===== src/rtl/wdg_pkg.sv =====
package wdg_pkg;
  localparam int NUM_LIM = 2;

  typedef struct packed {
    logic capture;   // latch sample and instruction fields
    logic evaluate;  // compare latched values this cycle
  } wdg_strobe_t;
endpackage


===== src/rtl/wdg_datapath.sv =====
module wdg_datapath
  import wdg_pkg::*;
#(
  parameter int DATA_W = 9,
  parameter int OFS_W  = 6
) (
  input  logic                           clk,
  input  logic                           rst_n,
  input  wdg_strobe_t                    strobe,
  input  logic [DATA_W-1:0]              sampleIn,
  input  logic [OFS_W-1:0]               offsetIn,
  input  logic [NUM_LIM-1:0][DATA_W-1:0] limitIn,
  input  logic [NUM_LIM-1:0]             dirIn,
  output logic [NUM_LIM-1:0]             hitOut
);
  localparam int EXT_W = DATA_W + 1;
  localparam logic [DATA_W-1:0] MAX_VAL = {1'b0, {(DATA_W-1){1'b1}}};
  localparam logic [DATA_W-1:0] MIN_VAL = {1'b1, {(DATA_W-1){1'b0}}};

  logic [EXT_W-1:0] sampleExt;
  logic [EXT_W-1:0] offsetExt;
  logic [EXT_W-1:0] diffWide;
  logic [DATA_W-1:0] corrNext;
  logic [DATA_W-1:0] corrReg;
  logic [NUM_LIM-1:0][DATA_W-1:0] limReg;
  logic [NUM_LIM-1:0] dirReg;

  assign sampleExt = {sampleIn[DATA_W-1], sampleIn};
  assign offsetExt = {{(EXT_W-OFS_W){offsetIn[OFS_W-1]}}, offsetIn};
  assign diffWide  = sampleExt - offsetExt;

  // clamp when the two top bits of the wide difference disagree
  always_comb begin
    if (diffWide[EXT_W-1] != diffWide[EXT_W-2])
      corrNext = diffWide[EXT_W-1] ? MIN_VAL : MAX_VAL;
    else
      corrNext = diffWide[DATA_W-1:0];
  end

  always_ff @(posedge clk or negedge rst_n) begin
    if (!rst_n) begin
      corrReg <= '0;
      limReg  <= '0;
      dirReg  <= '0;
    end else if (strobe.capture) begin
      corrReg <= corrNext;
      limReg  <= limitIn;
      dirReg  <= dirIn;
    end
  end

  for (genvar i = 0; i < NUM_LIM; i++) begin : g_cmp
    logic above, below;
    assign above = $signed(corrReg) > $signed(limReg[i]);
    assign below = $signed(corrReg) < $signed(limReg[i]);
    assign hitOut[i] = strobe.evaluate & (dirReg[i] ? above : below);
  end

  // captured values only move on a capture strobe
  p_capture_hold_r9: assert property (@(posedge clk) disable iff (!rst_n)
    !strobe.capture |=> $stable(corrReg) && $stable(limReg) && $stable(dirReg));

  // a hit is only reported in an evaluate cycle
  p_hit_needs_eval_r5: assert property (@(posedge clk) disable iff (!rst_n)
    (hitOut != '0) |-> strobe.evaluate);
endmodule


===== src/rtl/wdg_control.sv =====
module wdg_control
  import wdg_pkg::*;
#(
  parameter int NLIM = NUM_LIM
) (
  input  logic            clk,
  input  logic            rst_n,
  input  logic            sampleValid,
  input  logic [NLIM-1:0] ackIn,
  input  logic [NLIM-1:0] enIn,
  input  logic [NLIM-1:0] hitIn,
  output wdg_strobe_t     strobe,
  output logic [NLIM-1:0] statusOut,
  output logic            irqOut
);
  logic evalPend;
  logic [NLIM-1:0] statusReg;

  always_ff @(posedge clk or negedge rst_n) begin
    if (!rst_n) evalPend <= 1'b0;
    else        evalPend <= sampleValid;
  end

  assign strobe.capture  = sampleValid;
  assign strobe.evaluate = evalPend;

  // a new trip wins over an acknowledge at the same edge
  always_ff @(posedge clk or negedge rst_n) begin
    if (!rst_n) statusReg <= '0;
    else        statusReg <= (statusReg & ~ackIn) | hitIn;
  end

  assign statusOut = statusReg;
  assign irqOut    = |(statusReg & enIn);

  for (genvar i = 0; i < NLIM; i++) begin : g_chk
    // sticky without acknowledge
    p_sticky_r6: assert property (@(posedge clk) disable iff (!rst_n)
      statusReg[i] && !ackIn[i] |=> statusReg[i]);
    // acknowledge clears when no fresh trip
    p_ack_clears_r7: assert property (@(posedge clk) disable iff (!rst_n)
      ackIn[i] && !hitIn[i] |=> !statusReg[i]);
    // a status rise is caused by a hit one edge earlier
    p_rise_from_hit_r5: assert property (@(posedge clk) disable iff (!rst_n)
      $rose(statusReg[i]) |-> $past(hitIn[i]));
  end

  // request only with some status set
  p_irq_needs_status_r8: assert property (@(posedge clk) disable iff (!rst_n)
    irqOut |-> (statusReg != '0));
endmodule


===== src/rtl/window_watchdog.sv =====
module window_watchdog
  import wdg_pkg::*;
#(
  parameter int DATA_W = 9,
  parameter int OFS_W  = 6
) (
  input  logic              clk,
  input  logic              rst_n,
  input  logic              sampleValid,
  input  logic [DATA_W-1:0] sampleData,
  input  logic [OFS_W-1:0]  offsetCoef,
  input  logic [DATA_W-1:0] limitA,
  input  logic [DATA_W-1:0] limitB,
  input  logic              dirA,
  input  logic              dirB,
  input  logic              enA,
  input  logic              enB,
  input  logic              ackA,
  input  logic              ackB,
  output logic              statusA,
  output logic              statusB,
  output logic              irq
);
  wdg_strobe_t strobe;
  logic [NUM_LIM-1:0] hit;
  logic [NUM_LIM-1:0] status;
  logic [NUM_LIM-1:0][DATA_W-1:0] limitVec;

  assign limitVec = {limitB, limitA};

  wdg_datapath #(.DATA_W(DATA_W), .OFS_W(OFS_W)) u_dp (
    .clk(clk), .rst_n(rst_n), .strobe(strobe),
    .sampleIn(sampleData), .offsetIn(offsetCoef),
    .limitIn(limitVec), .dirIn({dirB, dirA}), .hitOut(hit)
  );

  wdg_control #(.NLIM(NUM_LIM)) u_ctl (
    .clk(clk), .rst_n(rst_n), .sampleValid(sampleValid),
    .ackIn({ackB, ackA}), .enIn({enB, enA}), .hitIn(hit),
    .strobe(strobe), .statusOut(status), .irqOut(irq)
  );

  assign statusA = status[0];
  assign statusB = status[1];
endmodule


===== config.mk =====
export PLATFORM = sky130hd
export DESIGN_NAME = window_watchdog
export DESIGN_NICKNAME = d
export VERILOG_FILES = /design/src/rtl/wdg_pkg.sv /design/src/rtl/wdg_datapath.sv /design/src/rtl/wdg_control.sv /design/src/rtl/window_watchdog.sv
export SDC_FILE = /design/constraint.sdc
export NUM_CORES = 1
export LEC_CHECK = 0
export ABC_AREA = 1
export CORE_MARGIN = 3
export CORE_UTILIZATION = 43
export CTS_CLUSTER_DIAMETER = 100
export CTS_CLUSTER_SIZE = 8
export DETAILED_ROUTE_END_ITERATION = 6
export DONT_BUFFER_PORTS = 1
export GPL_ROUTABILITY_DRIVEN = 0
export PLACE_DENSITY = 0.57
export SETUP_SLACK_MARGIN = 0.4
export SYNTH_ARGS = -nofsm -noshare
export SYNTH_HDL_FRONTEND = slang
export SYNTH_SLANG_ARGS = --single-unit

===== constraint.sdc =====
create_clock -name clk -period 1.9 [get_ports clk]
set_input_delay 0.285 -clock clk [delete_from_list [all_inputs] [get_ports clk]]
set_output_delay 0.285 -clock clk [all_outputs]
set_load 0.05 [all_outputs]

==> qor.csv <==
stage,metric,value,unit
outcome,status,completed,
floorplanning,initial_core_util,45.7,%
power_and_ir_drop,p_clk_share,22.5,%
critical_path,path_delay_family,simple AND/OR/NAND/NOR gates,
place,post-place-ws,0.0815,ns
power_and_ir_drop,finalPower,2.34,mW
cells_and_area,drive_above_1_share,25.3,%
critical_path,path_cells,buf_6 -> ha_4 -> nand4_1 -> nor2_1 -> nand2_1 -> nand3_2 -> nand2_2 -> nand2_1 -> nand2_1 -> nand3_2 -> nand2_1,
cells_and_area,antenna_cells,0,
sta,tns,0,ns
place,placed_cell_area,2350,um^2
logic_synthesis,yosys_warnings,0,
routing,drt-initial-drc-count,39,
sta,fmax,589,MHz
power_and_ir_drop,power_frac_comb,41.1,%
critical_path,worstSetupPathType,reg2reg,
power_and_ir_drop,powerDensity,838,nW/um^2
critical_path,crit_buf_inv,1,
logic_synthesis,ys_types,25,
hold_path,hold-path-endpoint,u_ctl.evalPend,
critical_path,slowest_delay,0.44,ns
global_route,grt_max_degree,47,
floorplanning,die_x,78.0,um
hold_path,hold_depth,0,
critical_path,start_kind,flip-flop,
routing,via_per_inst,4.98,
logic_synthesis,syn_area,2230,um^2
sta,finalCritPeriodShare,89.4,%
sta,rsz0062_at_grt,true,
power_and_ir_drop,ir_worst_vdd,0.000398,V
clocking,clk_pin_slew,0.06,ns
sta,skew,0.00374,ns
routing,drc,0,
critical_path,r2r_end,u_ctl.statusOut[1],
floorplanning,rows,25,
logic_synthesis,synth-seq-area-share,35.9,%
critical_path,worstPathArrival,1.87,ns
floorplanning,io_pins,45,
sta,layout_setup_ws,0.202,ns
critical_path,r2r_slack,0.20,ns
clocking,cts_max_level,2,
clocking,clkSinkCount,32,
clocking,numCtsBuffers,5,
cells_and_area,area_growth,25.4,%
sta,hold_viol,0,
cells_and_area,design_area,2790,um^2
logic_synthesis,yosysTopAreaCellShare,35.9,%
sta,maxSlewViolCount,0,
power_and_ir_drop,leakagePower,1.38,nW
floorplanning,coreArea,4880,um^2
global_route,grt-ovfl-total,0,
cells_and_area,nets,385,
logic_synthesis,synth_area_leaders,"dfrtp_1, nand2_1, ha_1, inv_1, o21ai_0",
cells_and_area,fin_util,57.3,%
hold_path,holdCritPathClass,in2reg,
logic_synthesis,synth_cells,297,
critical_path,cp_slowest_cell,dfrtp_2,
critical_path,crit-reg2reg-launch,u_dp.corrReg[8],
global_route,grt_use_total,16.6,%
logic_synthesis,yosys.area.top_type,dfrtp_1,
global_route,antenna_found_initial,0,
clocking,cts_tree,yes,
critical_path,path_common_cell,nand2_1,
power_and_ir_drop,switchingPower,0.861,mW
routing,wirelength,4840,um
logic_synthesis,avgSynthCellArea,7.50,um^2
floorplanning,fp.dieH,78.0,um
critical_path,required,2.07,ns
power_and_ir_drop,internal-power,1.48,mW
critical_path,worst_setup_path_end_kind,flip-flop,
sta,worst_pin_slew,0.483,ns
clocking,clock_latency,0.28,ns
global_route,grt_pass1_vias,1957,
logic_synthesis,synth.net_count,367,
power_and_ir_drop,power.share.switching,36.8,%
routing,wire_per_inst,12.6,um
routing,vias,1909,
routing,antenna_left,0,
job,maxCapViolCount,0,
floorplanning,die_area,6080,um^2
power_and_ir_drop,seq_power_share,36.5,%
logic_synthesis,synth.ff_latch_count,32,
routing,first_pass_iters,4,
place,place_inst,361,
clocking,root_buffer,clkbuf_8,
cells_and_area,layoutNonFillerInstCount,383,
sta,setup_viol,0,
clocking,clockBufferDepth,2,
critical_path,crit_path_max_fanout,3,
critical_path,reg2regPathDepth,11,
sta,fin_crit,1.70,ns
sta,relSlewSlack,67.9,%
place,dpl.hpwl,3490,um
hold_path,hp-start,sampleValid,
sta,hold_ws,0.0354,ns
place,io_buffers,0,
global_route,grt_pass1_wl,8050,um
==> layer usage <==
metal	routed length, um	GRT usage [%]	up-vias
met3	190	4.18	10
met4	111	8.57	0
met5	0	0	-
met1	2100	18.0	867
met2	2450	29.5	41
li1	-	-	991
==> layout make-up <==
cell class / count / area [um^2]
fill: 476 / 2090
multi-input combinational: 218 / 1510
sequential: 32 / 805
inverter: 42 / 164
timing repair buffer: 16 / 146
clock buffer: 8 / 90.1
tap: 67 / 83.8
==> cells in the final DEF, fill, tap and decap left out, drive strengths merged <==
cell type,count
dlygate4sd3,1
a22o,1
a21o,1
nand3,18
nor2,21
buf,15
clkbuf,8
o21bai,2
nand2,97
a21oi,17
nand4,7
ha,27
inv,40
o31ai,1
clkinv,1
xnor2,2
dfrtp,32
o21ai,20
xor2,3
clkinvlp,1
fa,1
==> power groups by stage <==
stage	registers (mW)	clock network [mW]	logic, mW
floorplan	0.884	0	0.558
global placement	0.850	0	0.728
detailed placement	0.852	0	0.733
CTS	0.851	0.545	0.857
global route	0.867	0.576	1.09
finish	0.854	0.527	0.962
==> cells in the mapped netlist <==
cell type	count
nand2_4	1
xnor2_1	2
o31ai_1	1
nand3_2	2
o21ai_0	19
fa_1	1
nand2_1	94
ha_1	27
nand3_1	16
nand2_2	2
a21oi_2	2
o21ai_1	1
nand4_1	7
nor2_2	3
clkinv_1	1
clkbuf_1	5
a21oi_4	1
inv_1	41
o21bai_1	2
a22o_1	1
a21oi_1	14
xor2_1	3
dfrtp_1	32
nor2_1	18
a21o_1	1
==> registers in the layout (all words and copies together) (netlist names) <==
name             count
u_ctl.evalPend       1
u_dp.corrReg         9
u_ctl.statusOut      2
u_dp.dirReg          2
u_dp.limReg         18
==> cell families after synthesis <==
| family | after synthesis | synth area share (%) |
|---|---|---|
| AOI/OAI and AO/OA | 42 | 10.9 |
| DFF | 32 | 35.9 |
| xor gates and xnor gates | 5 | 1.97 |
| buffers and inverters | 47 | 7.92 |
| and+or+nand+nor | 143 | 27.2 |
| adders and majority gates | 28 | 16.1 |
==> timing repair <==
action                     in CTS  in global routing
hold endpoints to repair       32                  0
gates resized for setup        20                 31
hold buffers                    2                  0
pin swaps                      17                 26
buffers inserted                5                  7
setup endpoints to repair       8                 10
==> worst reg2reg max path: cells and delay by family, from the launching register on <==
kind | cells | cell delay, ns
fa+ha+maj | 1 | 0.25
flops | 1 | 0.44
buf+inv | 1 | 0.13
simple gates | 9 | 0.76
==> worst max-delay path by stage <==
| stage | startpoint | endpoint | slack (ns) | cells after the start |
|---|---|---|---|---|
| 4_1_cts | u_dp.corrReg[6] | u_ctl.statusOut[1] | 0.30 | 10 |
| 2_1_floorplan | offsetCoef[5] | u_dp.corrReg[3] | 0.27 | 10 |
| 3_5_place_dp | offsetCoef[5] | u_dp.corrReg[6] | 0.08 | 12 |
| 5_1_grt | u_dp.corrReg[8] | u_ctl.statusOut[0] | 0.11 | 10 |
| 6_report | u_dp.corrReg[8] | u_ctl.statusOut[1] | 0.20 | 11 |
| 3_3_place_gp | offsetCoef[5] | u_dp.corrReg[3] | 0.1 | 12 |
Note: power is estimated with default switching activity, not from simulation.
